==> src/rtl/xfer_seq_pkg.sv <==
package xfer_seq_pkg;

    typedef enum logic [1:0] {
        PH_IDLE = 2'd0,
        PH_ADDR = 2'd1,
        PH_WAIT = 2'd2,
        PH_DATA = 2'd3
    } phase_e;

    localparam logic [2:0] MD_BASIC         = 3'd0;
    localparam logic [2:0] MD_MM_WAIT       = 3'd1;
    localparam logic [2:0] MD_MM_NOWAIT     = 3'd2;
    localparam logic [2:0] MD_STREAM        = 3'd3;
    localparam logic [2:0] MD_STREAM64      = 3'd4;
    localparam logic [2:0] MD_STREAM64_FAST = 3'd5;

    localparam logic [1:0] LEN_BASIC = 2'd0;
    localparam logic [1:0] LEN_MM    = 2'd1;
    localparam logic [1:0] LEN_FAST  = 2'd2;

    typedef struct packed {
        logic       wait_en;
        logic       stream;
        logic       lane64;
        logic       wide;
        logic [1:0] len_sel;
        logic       err;
    } plan_t;

endpackage

==> src/rtl/xfer_seq_plan.sv <==
module xfer_seq_plan
    import xfer_seq_pkg::*;
(
    input  logic [2:0] mode_i,
    input  logic       wide_i,
    input  logic       req_stream_i,
    input  logic       tgt_stream_i,
    input  logic       dual_path_i,
    output plan_t      plan_o
);

    logic stream_ok;
    logic is64;

    always_comb begin
        stream_ok      = req_stream_i & tgt_stream_i;
        is64           = (mode_i == MD_STREAM64) || (mode_i == MD_STREAM64_FAST);
        plan_o         = '0;
        plan_o.wide    = wide_i | is64;
        plan_o.err     = is64 & ~dual_path_i;
        plan_o.len_sel = LEN_BASIC;
        case (mode_i)
            MD_MM_WAIT: begin
                plan_o.wait_en = 1'b1;
                plan_o.len_sel = LEN_MM;
            end
            MD_MM_NOWAIT: plan_o.len_sel = LEN_MM;
            MD_STREAM:    plan_o.stream  = stream_ok;
            MD_STREAM64: begin
                plan_o.stream = stream_ok;
                plan_o.lane64 = stream_ok & dual_path_i;
            end
            MD_STREAM64_FAST: begin
                plan_o.stream = stream_ok;
                plan_o.lane64 = stream_ok & dual_path_i;
                if (stream_ok && dual_path_i) plan_o.len_sel = LEN_FAST;
            end
            default: ;
        endcase
    end

endmodule

==> src/rtl/xfer_seq_lanes.sv <==
module xfer_seq_lanes
    import xfer_seq_pkg::*;
#(
    parameter int BUS_W = 32
) (
    input  phase_e                 phase_i,
    input  logic [BUS_W-1:0]       addr_i,
    input  logic [2*BUS_W-1:0]     word_i,
    input  logic                   lane64_i,
    input  logic                   wide_i,
    output logic [BUS_W-1:0]       bus_addr_o,
    output logic [BUS_W-1:0]       bus_data_o,
    output logic                   addr_valid_o,
    output logic                   data_valid_o,
    output logic                   wait_o
);

    localparam int HALF = BUS_W / 2;

    always_comb begin
        bus_addr_o   = '0;
        bus_data_o   = '0;
        addr_valid_o = 1'b0;
        data_valid_o = 1'b0;
        wait_o       = 1'b0;
        case (phase_i)
            PH_ADDR: begin
                addr_valid_o = 1'b1;
                bus_addr_o   = addr_i;
            end
            PH_WAIT: wait_o = 1'b1;
            PH_DATA: begin
                data_valid_o = 1'b1;
                if (lane64_i) begin
                    bus_addr_o = word_i[2*BUS_W-1:BUS_W];
                    bus_data_o = word_i[BUS_W-1:0];
                end else if (wide_i) begin
                    bus_data_o = word_i[BUS_W-1:0];
                end else begin
                    bus_data_o = {{HALF{1'b0}}, word_i[HALF-1:0]};
                end
            end
            default: ;
        endcase
    end

endmodule

==> src/rtl/xfer_seq.sv <==
module xfer_seq
    import xfer_seq_pkg::*;
#(
    parameter int BUS_W       = 32,
    parameter int CNT_W       = 16,
    parameter int BASIC_TICKS = 8,
    parameter int MM_TICKS    = 5,
    parameter int FAST_TICKS  = 4
) (
    input  logic                 clk,
    input  logic                 rst_n,
    input  logic                 start_i,
    input  logic [2:0]           mode_i,
    input  logic                 wide_i,
    input  logic [BUS_W-1:0]     start_addr_i,
    input  logic [CNT_W-1:0]     count_i,
    input  logic                 req_stream_i,
    input  logic                 tgt_stream_i,
    input  logic                 dual_path_i,
    input  logic [2*BUS_W-1:0]   wdata_i,
    output logic                 busy_o,
    output logic                 done_o,
    output logic                 err_o,
    output logic                 take_o,
    output logic                 addr_valid_o,
    output logic                 data_valid_o,
    output logic                 wait_o,
    output logic [BUS_W-1:0]     bus_addr_o,
    output logic [BUS_W-1:0]     bus_data_o
);

    localparam int MAX_BM    = (BASIC_TICKS > MM_TICKS) ? BASIC_TICKS : MM_TICKS;
    localparam int MAX_TICKS = (MAX_BM > FAST_TICKS) ? MAX_BM : FAST_TICKS;
    localparam int TICK_W    = $clog2(MAX_TICKS + 1);
    localparam logic [BUS_W-1:0] STEP32 = BUS_W'(BUS_W / 8);
    localparam logic [BUS_W-1:0] STEP16 = BUS_W'(BUS_W / 16);

    typedef struct packed {
        phase_e               phase;
        logic [TICK_W-1:0]    ticks;
        logic [CNT_W-1:0]     left;
        logic [BUS_W-1:0]     addr;
        logic [2*BUS_W-1:0]   word;
        plan_t                plan;
        logic                 busy;
        logic                 done;
        logic                 err;
        logic                 take;
    } seq_t;

    seq_t  s_d, s_q;
    plan_t plan_w;
    logic  enter_data_d;

    function automatic logic [TICK_W-1:0] len_of(input logic [1:0] sel);
        case (sel)
            LEN_MM:   len_of = TICK_W'(MM_TICKS - 1);
            LEN_FAST: len_of = TICK_W'(FAST_TICKS - 1);
            default:  len_of = TICK_W'(BASIC_TICKS - 1);
        endcase
    endfunction

    xfer_seq_plan plan_i (
        .mode_i       (mode_i),
        .wide_i       (wide_i),
        .req_stream_i (req_stream_i),
        .tgt_stream_i (tgt_stream_i),
        .dual_path_i  (dual_path_i),
        .plan_o       (plan_w)
    );

    always_comb begin
        s_d          = s_q;
        s_d.done     = 1'b0;
        s_d.err      = 1'b0;
        s_d.take     = 1'b0;
        enter_data_d = 1'b0;
        if (s_q.phase == PH_IDLE) begin
            if (start_i) begin
                s_d.plan = plan_w;
                s_d.err  = plan_w.err;
                if (count_i == '0) begin
                    s_d.done = 1'b1;
                end else begin
                    s_d.phase = PH_ADDR;
                    s_d.ticks = len_of(plan_w.len_sel);
                    s_d.left  = count_i;
                    s_d.addr  = start_addr_i;
                    s_d.busy  = 1'b1;
                end
            end
        end else if (s_q.ticks != '0) begin
            s_d.ticks = s_q.ticks - 1'b1;
        end else begin
            s_d.ticks = len_of(s_q.plan.len_sel);
            case (s_q.phase)
                PH_ADDR: begin
                    if (s_q.plan.wait_en) s_d.phase = PH_WAIT;
                    else                  enter_data_d = 1'b1;
                end
                PH_WAIT: enter_data_d = 1'b1;
                default: begin
                    if (s_q.left == CNT_W'(1)) begin
                        s_d.phase = PH_IDLE;
                        s_d.ticks = '0;
                        s_d.left  = '0;
                        s_d.busy  = 1'b0;
                        s_d.done  = 1'b1;
                    end else begin
                        s_d.left = s_q.left - 1'b1;
                        if (s_q.plan.stream) begin
                            enter_data_d = 1'b1;
                        end else begin
                            s_d.addr  = s_q.addr + (s_q.plan.wide ? STEP32 : STEP16);
                            s_d.phase = PH_ADDR;
                        end
                    end
                end
            endcase
        end
        if (enter_data_d) begin
            s_d.phase = PH_DATA;
            s_d.word  = wdata_i;
            s_d.take  = 1'b1;
        end
    end

    always_ff @(posedge clk) begin
        if (!rst_n) s_q <= '0;
        else        s_q <= s_d;
    end

    xfer_seq_lanes #(.BUS_W(BUS_W)) lanes_i (
        .phase_i      (s_q.phase),
        .addr_i       (s_q.addr),
        .word_i       (s_q.word),
        .lane64_i     (s_q.plan.lane64),
        .wide_i       (s_q.plan.wide),
        .bus_addr_o   (bus_addr_o),
        .bus_data_o   (bus_data_o),
        .addr_valid_o (addr_valid_o),
        .data_valid_o (data_valid_o),
        .wait_o       (wait_o)
    );

    assign busy_o = s_q.busy;
    assign done_o = s_q.done;
    assign err_o  = s_q.err;
    assign take_o = s_q.take;


    phase_excl_chk: assert property (@(posedge clk) disable iff (!rst_n)
        $onehot0({addr_valid_o, data_valid_o, wait_o}));


    wait_only_mm_chk: assert property (@(posedge clk) disable iff (!rst_n)
        wait_o |-> s_q.plan.wait_en);


    stream_no_readdr_chk: assert property (@(posedge clk) disable iff (!rst_n)
        (s_q.phase == PH_DATA && s_q.plan.stream && s_q.ticks == '0 && s_q.left != CNT_W'(1))
        |=> (take_o && !addr_valid_o));


    done_not_busy_chk: assert property (@(posedge clk) disable iff (!rst_n)
        done_o |-> !busy_o);


    busy_start_ignored_chk: assert property (@(posedge clk) disable iff (!rst_n)
        (busy_o && start_i) |=> $stable(s_q.plan));


    take_in_data_chk: assert property (@(posedge clk) disable iff (!rst_n)
        take_o |-> data_valid_o);

endmodule

==> config.mk <==
export PLATFORM = sky130hd
export DESIGN_NAME = xfer_seq
export DESIGN_NICKNAME = d
export VERILOG_FILES = /design/src/rtl/xfer_seq_pkg.sv /design/src/rtl/xfer_seq_plan.sv /design/src/rtl/xfer_seq_lanes.sv /design/src/rtl/xfer_seq.sv
export SDC_FILE = /design/constraint.sdc
export NUM_CORES = 1
export LEC_CHECK = 0
export BUFFER_PORTS_ARGS = -buffer_cell sky130_fd_sc_hd__buf_2
export CAP_MARGIN = 10
export CORE_ASPECT_RATIO = 0.9
export CORE_UTILIZATION = 35
export CTS_CLUSTER_DIAMETER = 60
export CTS_CLUSTER_SIZE = 16
export DETAILED_ROUTE_END_ITERATION = 16
export SYNTH_ARGS = -nofsm -noshare
export SYNTH_HDL_FRONTEND = slang
export SYNTH_SLANG_ARGS = --single-unit
export TNS_END_PERCENT = 5
==> constraint.sdc <==
create_clock -name clk -period 5.8 [get_ports clk]
set_input_delay 0 -clock clk [delete_from_list [all_inputs] [get_ports clk]]
set_output_delay 0 -clock clk [all_outputs]
set_load 0.1 [all_outputs]
==> impl_metrics.py <==
metrics = {
    "timing": {
        "layout_setup_ws_ns": 2.464,
        "finClkSkew_ns": 0.01430,
        "period_needed_ns": 3.336,
        "hold_violations": 0,
        "finalSetupViolCount": 0,
        "fmax_mhz": 299.7,
        "tightestPinTransition_ns": 1.102,
        "finalSetupTns_ns": 0,
        "finalMaxSlewViolations": 0,
        "max_slew_margin_pct": 26.51,
        "finalCritPeriodShare_pct": 57.52,
        "rsz0062_at_grt": "false",
    },
    "setup_path": {
        "r2r-start": "s_q[127]",
        "worstReg2RegEnd": "s_q[128]",
        "reg2regPathDepth": 8,
        "required_ns": 6.11,
        "end_kind": "flip-flop",
        "critical_path_class": "input pin to flip-flop",
        "critical_path_arrival_ns": 3.64,
        "startpoint_type": "input pin",
        "worst-r2r-setup-slack_ns": 2.47,
        "path_max_fanout": 23,
    },
    "clock_tree": {
        "cts_num_sinks": 128,
        "root_buffer": "clkbuf_16",
        "clock_latency_ns": 0.42,
        "clkTransAtPathRegs_ns": 0.06,
        "post_cts_resized": 0,
        "htreeDepth": 4,
        "cts_buffer_depth": 2,
        "cts_tree": "done",
        "cts_made_buffers": 17,
    },
    "synth": {
        "synth_ff_type": "dfxtp_1",
        "synth_area_leader_cell": "dfxtp_1",
        "ys_types": 79,
        "yosys_warnings": 0,
        "synth_cells": 960,
        "synth_common_cells": "dfxtp_1, a21oi_1, nand3_1, o21ai_0, clkbuf_1",
        "syn_avg_cell_area_um2": 7.832,
        "syn_area_um2": 7518,
        "synth_top_area_share_pct": 34.08,
        "ys_seq_area_share_pct": 34.08,
        "synth.most_common_cell": "dfxtp_1",
        "syn_nets": 1093,
        "synthArstFlopShare_pct": 0,
        "synth-edff-count": 0,
        "synth_area_leaders": "dfxtp_1, a21oi_1, nand3_1",
        "synth_seq_cells": 128,
    },
    "routing": {
        "remaining_drc_errors": 0,
        "via_per_inst": 5.758,
        "wl_per_cell_um": 18.58,
        "first_iter_violations": 753,
        "drt-pass1-iter-count": 5,
        "wl_mm": 27.75,
        "ant_nets": 0,
        "num_vias": 8602,
    },
    "pwr": {
        "power_per_cell_area_nw_per_um2": 446.6,
        "finalPower_mw": 4.533,
        "p_leak_nw": 3.929,
        "ir_worst_vdd_mv": 0.3197,
    },
    "grt": {
        "grt_pass1_vias": 8011,
        "grt_use_total_pct": 24.57,
        "grt_pass1_wl_mm": 43.11,
        "overflow": 0,
        "grt_max_degree": 80,
        "antenna_found_initial": 0,
    },
    "layout": {
        "n_antenna_cell": 0,
        "layout.cells.non_filler": 1494,
        "drive_above_1_share_pct": 22.60,
        "area_growth_pct": 34.98,
        "design_area_um2": 10150,
        "nNetsFinal": 1328,
    },
    "floorplanning": {
        "rows": 50,
        "die_w_um": 156.5,
        "die_y_um": 141.0,
        "pin_count": 193,
        "core_um2": 20960,
        "fp.dieArea_um2": 22070,
        "initial_utilization_pct": 35.87,
    },
    "status": {
        "status": "finished clean",
    },
    "placement": {
        "gp_congestion": 0.8886,
        "placed_area_um2": 8581,
        "portBuffers": 192,
        "place_ws_ns": 2.552,
        "dp.cells": 1359,
        "dpl.hpwl_mm": 17.78,
    },
    "job": {
        "max_cap_violations": 0,
    },
    "worst_hold_path": {
        "hold_start": "start_addr_i[31]",
        "whs_path_depth": 4,
        "hold_end": "s_q[106]",
        "min_path_type": "input pin to flip-flop",
    },
}
## worst max-delay path: stages
cell and delay (ns):
dlygate4sd3_1 0.53, buf_2 0.13, or4_1 0.62, o41a_1 0.66, a21oi_2 0.92, nor2_1 0.40
a32o_1 0.37
## layout make-up
type | instances | area [um^2]
Clock buffer | 18 | 429.2
Clock inverter | 14 | 107.6
Fill cell | 2074 | 10810
Inverter | 22 | 83.83
Multi-Input combinational cell | 715 | 4496
Sequential cell | 128 | 2562
Tap cell | 286 | 357.8
Timing Repair Buffer | 311 | 2112
## state kept, by name, summed over array words and instances (netlist names)
register and flops:
busy_o 1, done_o 1, err_o 1, s_q 124, take_o 1
## metal layers
layer | share of wire, % | global-route usage [%] | vias to the layer above | wire length [um]
li1 | - | - | 4125 | -
met1 | 45 | 32.80 | 4088 | 12580
met2 | 45 | 39.19 | 357 | 12580
met3 | 7.4 | 6.025 | 32 | 2055
met4 | 1.9 | 6.811 | 0 | 529
met5 | 0 | 0 | - | 0
## worst max path at each step
stage	startpoint	endpoint	slack [ns]	cells past startpoint
3_3_place_gp	s_q[128]	s_q[128]	2.63	8
3_5_place_dp	s_q[127]	s_q[128]	2.55	8
2_1_floorplan	s_q[128]	s_q[46]	2.90	10
6_report	count_i[0]	s_q[113]	2.46	7
4_1_cts	s_q[127]	s_q[128]	2.48	8
5_1_grt	s_q[127]	s_q[128]	2.18	8
## repair_timing
action                    4_1_cts  5_1_grt
hold endpoints to repair      102        0
hold buffers                  103        0
setup buffers                   0        0
## kinds of logic after synthesis
logic type,synth area share (%)
AOI/OAI and AO/OA,34.73
and+or+nand+nor,22.57
DFF,34.08
buffers and inverters,6.440
adders and majority gates,1.930
xor gates and xnor gates,0.1165
muxes,0.1331
## metrics by stage
stage,hold WS [ns],util (%)
2_1_floorplan,0.07674,-
3_3_place_gp,0.2321,40.94
3_5_place_dp,0.2258,40.94
4_1_cts,0.008982,48.42
5_1_grt,0.04150,48.42
6_report,0.02750,48.42
## power by group
part / switching, mW / internal, mW / total (mW)
combinational: 1.57 / 0.673 / 2.25
clock: 0.450 / 0.553 / 1.00
sequential: 0.233 / 1.05 / 1.28
## layout by cell type, fill, tap and decap left out, types with 5 or more instances in the layout
cell / count
buf_2: 192
dfxtp_1: 128
dlygate4sd3_1: 103
a21oi_1: 97
nand3_1: 86
o21ai_0: 79
nand2_1: 61
nor2_1: 46
and2_1: 39
a22o_1: 36
nor3_1: 22
inv_1: 21
o31ai_1: 19
a211oi_1: 18
a31oi_1: 18
clkbuf_16: 17
buf_4: 16
nand4_1: 11
o311ai_0: 11
ha_1: 9
or4_1: 8
nor4_1: 8
o41ai_1: 7
a211o_1: 6
a31o_2: 6
a32oi_1: 6
o21ai_1: 6
nor2b_1: 5
o311a_1: 5
a32o_1: 5
inv_6: 5
No activity file was read; power rests on OpenSTA's default activity.
